==> config.mk <==
export PLATFORM = sky130hd
export DESIGN_NAME = halfbridge_pwm
export DESIGN_NICKNAME = d
export VERILOG_FILES = /design/src/rtl/hb_pwm_pkg.sv /design/src/rtl/hb_timebase.sv /design/src/rtl/hb_edge_delay.sv /design/src/rtl/halfbridge_pwm.sv
export SDC_FILE = /design/constraint.sdc
export NUM_CORES = 1
export LEC_CHECK = 0
export BUFFER_PORTS_ARGS = -buffer_cell sky130_fd_sc_hd__buf_2
export CELL_PAD_IN_SITES_DETAIL_PLACEMENT = 1
export CELL_PAD_IN_SITES_GLOBAL_PLACEMENT = 1
export CORE_MARGIN = 2
export CORE_UTILIZATION = 45
export DETAILED_ROUTE_END_ITERATION = 10
export MAX_ROUTING_LAYER = met4
export PLACE_DENSITY_LB_ADDON = 0.1
export SYNTH_ARGS = -nofsm -noshare
export SYNTH_HDL_FRONTEND = slang
export SYNTH_SLANG_ARGS = --single-unit
export TNS_END_PERCENT = 50
==> constraint.sdc <==
create_clock -name clk -period 6.08 [get_ports clk]
set_input_delay 0.608 -clock clk [delete_from_list [all_inputs] [get_ports clk]]
set_output_delay 0.608 -clock clk [all_outputs]
set_load 0.01 [all_outputs]
==> src/rtl/hb_pwm_pkg.sv <==
package hb_pwm_pkg;
  localparam int DEF_PER_W = 8;
  localparam int DEF_DB_W  = 7;

  typedef enum logic {
    LEG_MAIN = 1'b0,
    LEG_COMP = 1'b1
  } leg_e;
endpackage

==> src/rtl/hb_timebase.sv <==
module hb_timebase #(
  parameter int PER_W = hb_pwm_pkg::DEF_PER_W,
  parameter int DB_W  = hb_pwm_pkg::DEF_DB_W
) (
  input  logic             clk,
  input  logic             rst,
  input  logic             en,
  input  logic             tick,
  input  logic [PER_W-1:0] period_in,
  input  logic [PER_W-1:0] duty_in,
  input  logic [DB_W-1:0]  dead_in,
  output logic             started,
  output logic             phase_main,
  output logic [DB_W-1:0]  dead_q
);
  logic [PER_W-1:0] tmr;
  logic [PER_W-1:0] tmr_inc;
  logic [PER_W-1:0] per_q;
  logic [PER_W-1:0] duty_q;
  logic             wrap;

  assign tmr_inc = tmr + 1'b1;
  assign wrap    = !started || (tmr == per_q);

  always_ff @(posedge clk) begin
    if (rst) begin
      tmr        <= '0;
      per_q      <= '0;
      duty_q     <= '0;
      dead_q     <= '0;
      started    <= 1'b0;
      phase_main <= 1'b0;
    end else if (!en) begin
      tmr        <= '0;
      started    <= 1'b0;
      phase_main <= 1'b0;
    end else if (tick) begin
      if (wrap) begin
        tmr        <= '0;
        per_q      <= period_in;
        duty_q     <= duty_in;
        dead_q     <= dead_in;
        started    <= 1'b1;
        phase_main <= (duty_in != '0);
      end else begin
        tmr        <= tmr_inc;
        phase_main <= (tmr_inc < duty_q);
      end
    end
  end


  tmr_bound_chk: assert property (@(posedge clk) disable iff (rst)
    started |-> (tmr <= per_q));


  shadow_hold_chk: assert property (@(posedge clk) disable iff (rst)
    (started && !(tick && en && tmr == per_q)) |=> ($stable(duty_q) && $stable(dead_q) && $stable(per_q)));
endmodule

==> src/rtl/hb_edge_delay.sv <==
module hb_edge_delay #(
  parameter int DB_W = hb_pwm_pkg::DEF_DB_W
) (
  input  logic            clk,
  input  logic            rst,
  input  logic            tick,
  input  logic            live,
  input  logic            want,
  input  logic [DB_W-1:0] delay,
  output logic            drive
);
  logic [DB_W-1:0] wait_cnt;

  always_ff @(posedge clk) begin
    if (rst || !live) begin
      wait_cnt <= '0;
      drive    <= 1'b0;
    end else if (tick) begin
      if (!want) begin
        wait_cnt <= '0;
        drive    <= 1'b0;
      end else if (wait_cnt >= delay) begin
        drive <= 1'b1;
      end else begin
        wait_cnt <= wait_cnt + 1'b1;
      end
    end
  end


  drop_at_once_chk: assert property (@(posedge clk) disable iff (rst)
    (live && tick && !want) |=> !drive);
endmodule

==> src/rtl/halfbridge_pwm.sv <==
module halfbridge_pwm #(
  parameter int PER_W = hb_pwm_pkg::DEF_PER_W,
  parameter int DB_W  = hb_pwm_pkg::DEF_DB_W
) (
  input  logic             clk,
  input  logic             rst,
  input  logic             en,
  input  logic             tick,
  input  logic [PER_W-1:0] period_in,
  input  logic [PER_W-1:0] duty_in,
  input  logic [DB_W-1:0]  dead_in,
  output logic             out_main,
  output logic             out_comp
);
  import hb_pwm_pkg::*;

  localparam int LEGS = 2;

  logic            started;
  logic            phase_main;
  logic [DB_W-1:0] dead_q;
  logic            live;
  logic [LEGS-1:0] want;
  logic [LEGS-1:0] drive;

  hb_timebase #(.PER_W(PER_W), .DB_W(DB_W)) u_tb (
    .clk        (clk),
    .rst        (rst),
    .en         (en),
    .tick       (tick),
    .period_in  (period_in),
    .duty_in    (duty_in),
    .dead_in    (dead_in),
    .started    (started),
    .phase_main (phase_main),
    .dead_q     (dead_q)
  );

  assign live = started && en;

  for (genvar g = 0; g < LEGS; g++) begin : g_leg
    if (leg_e'(g) == LEG_MAIN) begin : g_main
      assign want[g] = phase_main;
    end else begin : g_comp
      assign want[g] = !phase_main;
    end

    hb_edge_delay #(.DB_W(DB_W)) u_dly (
      .clk   (clk),
      .rst   (rst),
      .tick  (tick),
      .live  (live),
      .want  (want[g]),
      .delay (dead_q),
      .drive (drive[g])
    );
  end

  assign out_main = drive[LEG_MAIN];
  assign out_comp = drive[LEG_COMP];


  no_overlap_chk: assert property (@(posedge clk) disable iff (rst)
    !(out_main && out_comp));


  disabled_low_chk: assert property (@(posedge clk) disable iff (rst)
    !en |=> (!out_main && !out_comp));
endmodule

; After elaboration in Yosys (flattened, before gate mapping)
; Index checks and enable logic that the tools add are counted.
; Widths: inputs -> output; s select.
[classes]
addsub = 3
magnitude_cmp = 3
eq_ne = 4
muxes = 10
bitwise_logic = 1
reduce_logical = 14
[op_table]
columns = operator, n
row1 = $mux 7, 4
row2 = $add 7x1->7 const B, 2
row3 = $ge 7x7->1, 2
row4 = $reduce_and 2->1, 5
row5 = $add 8x1->8 const B, 1
row6 = $eq 8x8->1, 1
row7 = $lt 8x8->1, 1
row8 = $mux 8, 1
row9 = $reduce_bool 8->1, 1
row10 = $mux 1, 5
row11 = $ne 2x2->1 const B, 2
row12 = $reduce_and 3->1, 1
row13 = $logic_not 1->1, 2
row14 = $logic_or 1x1->1, 2
row15 = $ne 2x1->1 const B, 1
row16 = $reduce_bool 2->1, 1
row17 = $reduce_or 2->1, 1
row18 = $logic_and 1x1->1, 1
row19 = $not 1->1, 1
[totals]
reg_bits = 49
in_bits = 27
output_inout_bits = 2
wordCells = 45

; Logic depth before layout (Yosys ltp)
[logic_depth]
ltp_word = 3
ltp_mapped = 10

; By module
; From an unflattened synthesis, not the netlist that was laid out.
[hier_totals]
cells_unflattened = 372
hier_area_um2 = 3095.5
[by_module_without_submodules]
columns = mod, instances, cells_per_inst, area_per_inst_um2, seq_area_each_um2
row1 = hb_timebase, 1, 213, 1783.0, 660.6
row2 = hb_edge_delay (g_leg[1].u_dly), 1, 77, 686.9, 160.2
row3 = hb_edge_delay (g_leg[0].u_dly), 1, 80, 615.6, 160.2
row4 = halfbridge_pwm, 1, 2, 10.0, 0.0

; Worst setup path after synthesis
; No wires, ideal clock.
[synth_path]
path_type = register -> register
startpoint = register g_leg[0].u_dly.wait_cnt[0]
endpoint = register g_leg[0].u_dly.wait_cnt[3]
setup_ns = 0.074
arrival_time_ns = 1.990
required_time_ns = 6.006
slack_ns = 4.016
stages_incl_launch_ff = 8
path_buffers = 0
synth_period_minus_slack_ns = 2.064
cell_sequence = dfxtp_1 > inv_1 > ha_1 > nand2b_1 > a211oi_1 > o211ai_1 > or4_1 > a31oi_1
[synth_between]
elab_chain_cells = 3
elab_cells_between_ends = 6
cone_classes = 1 x add/sub / 1 x order compare / 1 x eq/ne / 2 x mux / 1 x reduce/logical
[synth_lines]
columns = element, line
row1 = "start, declared", hb_edge_delay.sv:12  ; logic [DB_W-1:0] wait_cnt;
row2 = "start signal, assigned", hb_edge_delay.sv:25  ; wait_cnt <= wait_cnt + 1'b1;
row3 = $add 7x1->7 / $ge 7x7->1 (equally long branches), "hb_edge_delay.sv:25, hb_edge_delay.sv:22"
row4 = $mux 7 / $ne 2x2->1 (equally long branches), n/a
row5 = $mux 7 / $reduce_and 2->1 (equally long branches), n/a
; Parallel ways exist; a longest one is shown, timed or not. The select of a mux whose other input is x is not followed.
; A chain may end at the register's enable or synchronous reset.

; Worst setup path after layout
[layout_path]
startpoint = register g_leg[0].u_dly.wait_cnt[0]
endpoint = register g_leg[0].u_dly.wait_cnt[5]
; The elaborated chain is that of the path after synthesis.

==> impl_results.md <==
- Clock root buffer: clkbuf_8
- Post-Syn Instances: ~350
- Seq pwr share: 55.3%
- Post-route cell area: approximately 3200 sq um
- Worst-Skew Late Latency: 300 ps
- Most common cell after layout, fill and taps aside: dfxtp_1
- VDD IR max: 0.000107 V
- Tot GR Track Use: approximately 22%
- Remaining DRCs: 0
- Area growth syn-to-layout: 6.42%
- Synthesized area: between 3000 and 4000 sq um
- Via count: roughly 2,500
- Reg2reg start: g_leg[0].u_dly.wait_cnt[0]
- Post_cts resized: 0
- Total power: 0.000607 W
- Ys Warns: 0
- Reg clk slew, reported paths: 90 ps
- Worst Setup SP: g_leg[0].u_dly.wait_cnt[0]
- Gr ovfl total: 0
- RSZ-0062 raised after global routing: false
- Max-cap violations: 0
- Num ports: 29
- Drt first pass iters: 4
- R2R Setup Slk: around 3700 ps
- Crit path DAT: between 2000 and 3000 ps
- Tmin final: roughly 2400 ps
- CTS tree: done
- CP endpoint kind: register
- CP required: 6300 ps
- Post-route ant nets: 0
- CP max FO: 8
- Post-synth EDFFs: 0
- Sw power: approximately 0.00017 W
- Vias per cell: a little under 6
- WHS: roughly 470 ps
- Initial Utilization: 47.0%
- Pin count of the biggest net entering global routing: between 40 and 50
- Pins Over Slew Limit: 0
- Synth top area cells: dfxtp_1 32%, ha_1 9.9%, nand2b_1 4.8%
- Core box area: 6420 sq um
- Proportion of layout cells with a drive suffix above 1: 11.9%
- Fin nets: between 400 and 500
- Critical Path Sink: g_leg[0].u_dly.wait_cnt[5]
- First-pass GRT wire length: around 13 mm
- Outcome: complete, no violations
- Overall die height: approximately 86 microns
- Worst-Margin Slew: 880 ps
- Vias in the first global route: approximately 2,500
- Syn Area/Cell: just under 9 sq um
- Per-cell routed wire length: approximately 17 microns
- Num CTS Buffers: 5
- Util after Layout: between 50% and 60%
- Hold crit path type: reg2reg
- Setup Buffers After CTS: 0
- Sequential fraction of the synthesis area: 32.5%
- Yosys cell types: about 50
- Net Sw Frac: between 20% and 30%
- Cell Int Power: around 0.00044 W
- Setup CP Type: reg2reg
- Cell leakage power: between 1 and 1.5 nW
- Hold Buf Count CTS: 0
- Total negative slack: 0 ps
- Commonest cells after routing, fill and taps aside: 49 x dfxtp_1, 32 x nand2_1, 28 x buf_2
- N_diodes: 0
- CTS Sinks: about 50
- Clk network pwr share: a little under a third
- # H-tree levels: 2
- Fmax: roughly 420 MHz
- Worst slew margin: roughly 41%
- HPWL Detailed: 5.46 mm
- Fin crit share: between 30% and 40%
- Initial antenna violation count: 0
- Final Hold Viols: 0
- Crit start category: register
- CTS max path bufs: 2
- Synthesized Nets: roughly 400
- Clock Skew: slightly above 9 ps
- Setup Viol. Count Final: 0
- GPL Wtd Cong: 0.825
- Post-synth top area share: ~32%
- Synth Register Bits: ~50
- Area post-placement: roughly 3100 sq um
- Horiz. Die Dim: ~86 microns
- Power per Cell Area: 189 nW/um^2
- Gate power share: between 10% and 20%
- Synth async-reset ratio: 0%
- Die area: ~7400 sq um
- Worst reg2reg path depth: 7
- Number of port buffers: 28
- FF-to-FF End: g_leg[0].u_dly.wait_cnt[5]
- Initial DRC count: 77
- Core Rows: 29
- Cell taking the most area after synthesis: dfxtp_1
- Total wire length: around 7.4 mm
- Main synth FF type: dfxtp_1
power by group through the flow:
| stage | logic (W) | registers (W) | clock network [W] |
|---|---|---|---|
| final | 0.0000885 | 0.000336 | 0.000183 |
| after global routing | 0.0000993 | 0.000337 | 0.000200 |
| after CTS | 0.0000894 | 0.000336 | 0.000190 |
| after detailed placement | 0.0000888 | 0.000343 | 0 |
| after global placement | 0.0000863 | 0.000343 | 0 |
| after floorplan | 0.0000677 | 0.000341 | 0 |
metal layers:
| metal | global-route usage [%] | part of all wire, % | up-vias | wire length, microns |
|---|---|---|---|---|
| met5 | - | 0 | - | 0 |
| li1 | - | - | 1280 | - |
| met2 | 34.5 | 45 | 39 | 3330 |
| met3 | 3.75 | 4.1 | 5 | 302 |
| met4 | 4.33 | 0.89 | 0 | 66 |
| met1 | 30.6 | 50 | 1225 | 3690 |
synth_stat cells, types with 2 or more instances:
library cell	count
nor3_1	3
nand2b_1	23
xor2_1	10
nand2_1	32
xnor2_1	3
o211ai_1	6
nand4_1	8
clkbuf_1	9
and3_1	4
buf_2	2
or3_1	2
o31ai_1	15
mux2i_1	14
buf_4	3
buf_6	3
ha_1	24
or4_1	5
nand3_1	12
o32ai_1	2
dfxtp_1	49
nor4_4	2
nor2_1	17
a211o_1	2
or4b_1	13
o21a_1	2
nor4_1	4
clkinv_1	2
buf_1	2
a21oi_1	16
o21ai_0	9
a31oi_1	7
a211oi_1	3
inv_1	22
sequential cells by signal, summed over array words and instances (netlist names):
register	cells
g_leg.u_dly.wait_cnt	14
u_tb.duty_q	8
u_tb.per_q	8
u_tb.tmr	8
u_tb.dead_q	7
g_leg.u_dly.drive	2
u_tb.phase_main	1
u_tb.started	1
layout make-up:
class                      count  area [sq um]
fill                         797          3210
multi-input combinational    255          1830
sequential                    49           981
timing repair buffer          28           140
tap                           77          96.3
inverter                      24          90.1
clock buffer                   5          68.8
clock inverter                 1          5.00
how the worst min path moves through the flow:
stage	startpoint	to	slack, ps	depth (start not counted)
2_1_floorplan	u_tb.duty_q[0]	u_tb.duty_q[0]	450	2
3_3_place_gp	g_leg[1].u_dly.drive	g_leg[1].u_dly.drive	450	2
3_5_place_dp	g_leg[0].u_dly.drive	g_leg[0].u_dly.drive	450	2
4_1_cts	g_leg[0].u_dly.drive	g_leg[0].u_dly.drive	480	2
5_1_grt	u_tb.duty_q[4]	u_tb.duty_q[4]	520	2
6_report	g_leg[0].u_dly.drive	g_leg[0].u_dly.drive	470	2
per-stage QoR:
step | setup slack [ps] | cells
floorplan | 4020 | 348
finish | 3700 | 439
global route | 3420 | 439
detailed placement | 3690 | 433
CTS | 3660 | 439
global placement | 3770 | 433
worst max-delay path, cell delays in order (launching register included):
cell and delay (ps):
dfxtp_1 430, inv_1 90, ha_1 270, nand2b_1 150, a211oi_1 370, o211ai_1 290, or4_1 520, a31oi_1 190
kinds of logic after synthesis:
logic type / Yosys count / share of synthesized area (%)
mux: 15 / 5.01
fa+ha+maj: 24 / 9.94
buf+inv: 44 / 6.84
compound gates: 71 / 15.7
xor+xnor: 14 / 4.31
flops: 49 / 32.5
simple gates: 131 / 25.7
No activity file was read; power rests on OpenSTA's default activity.
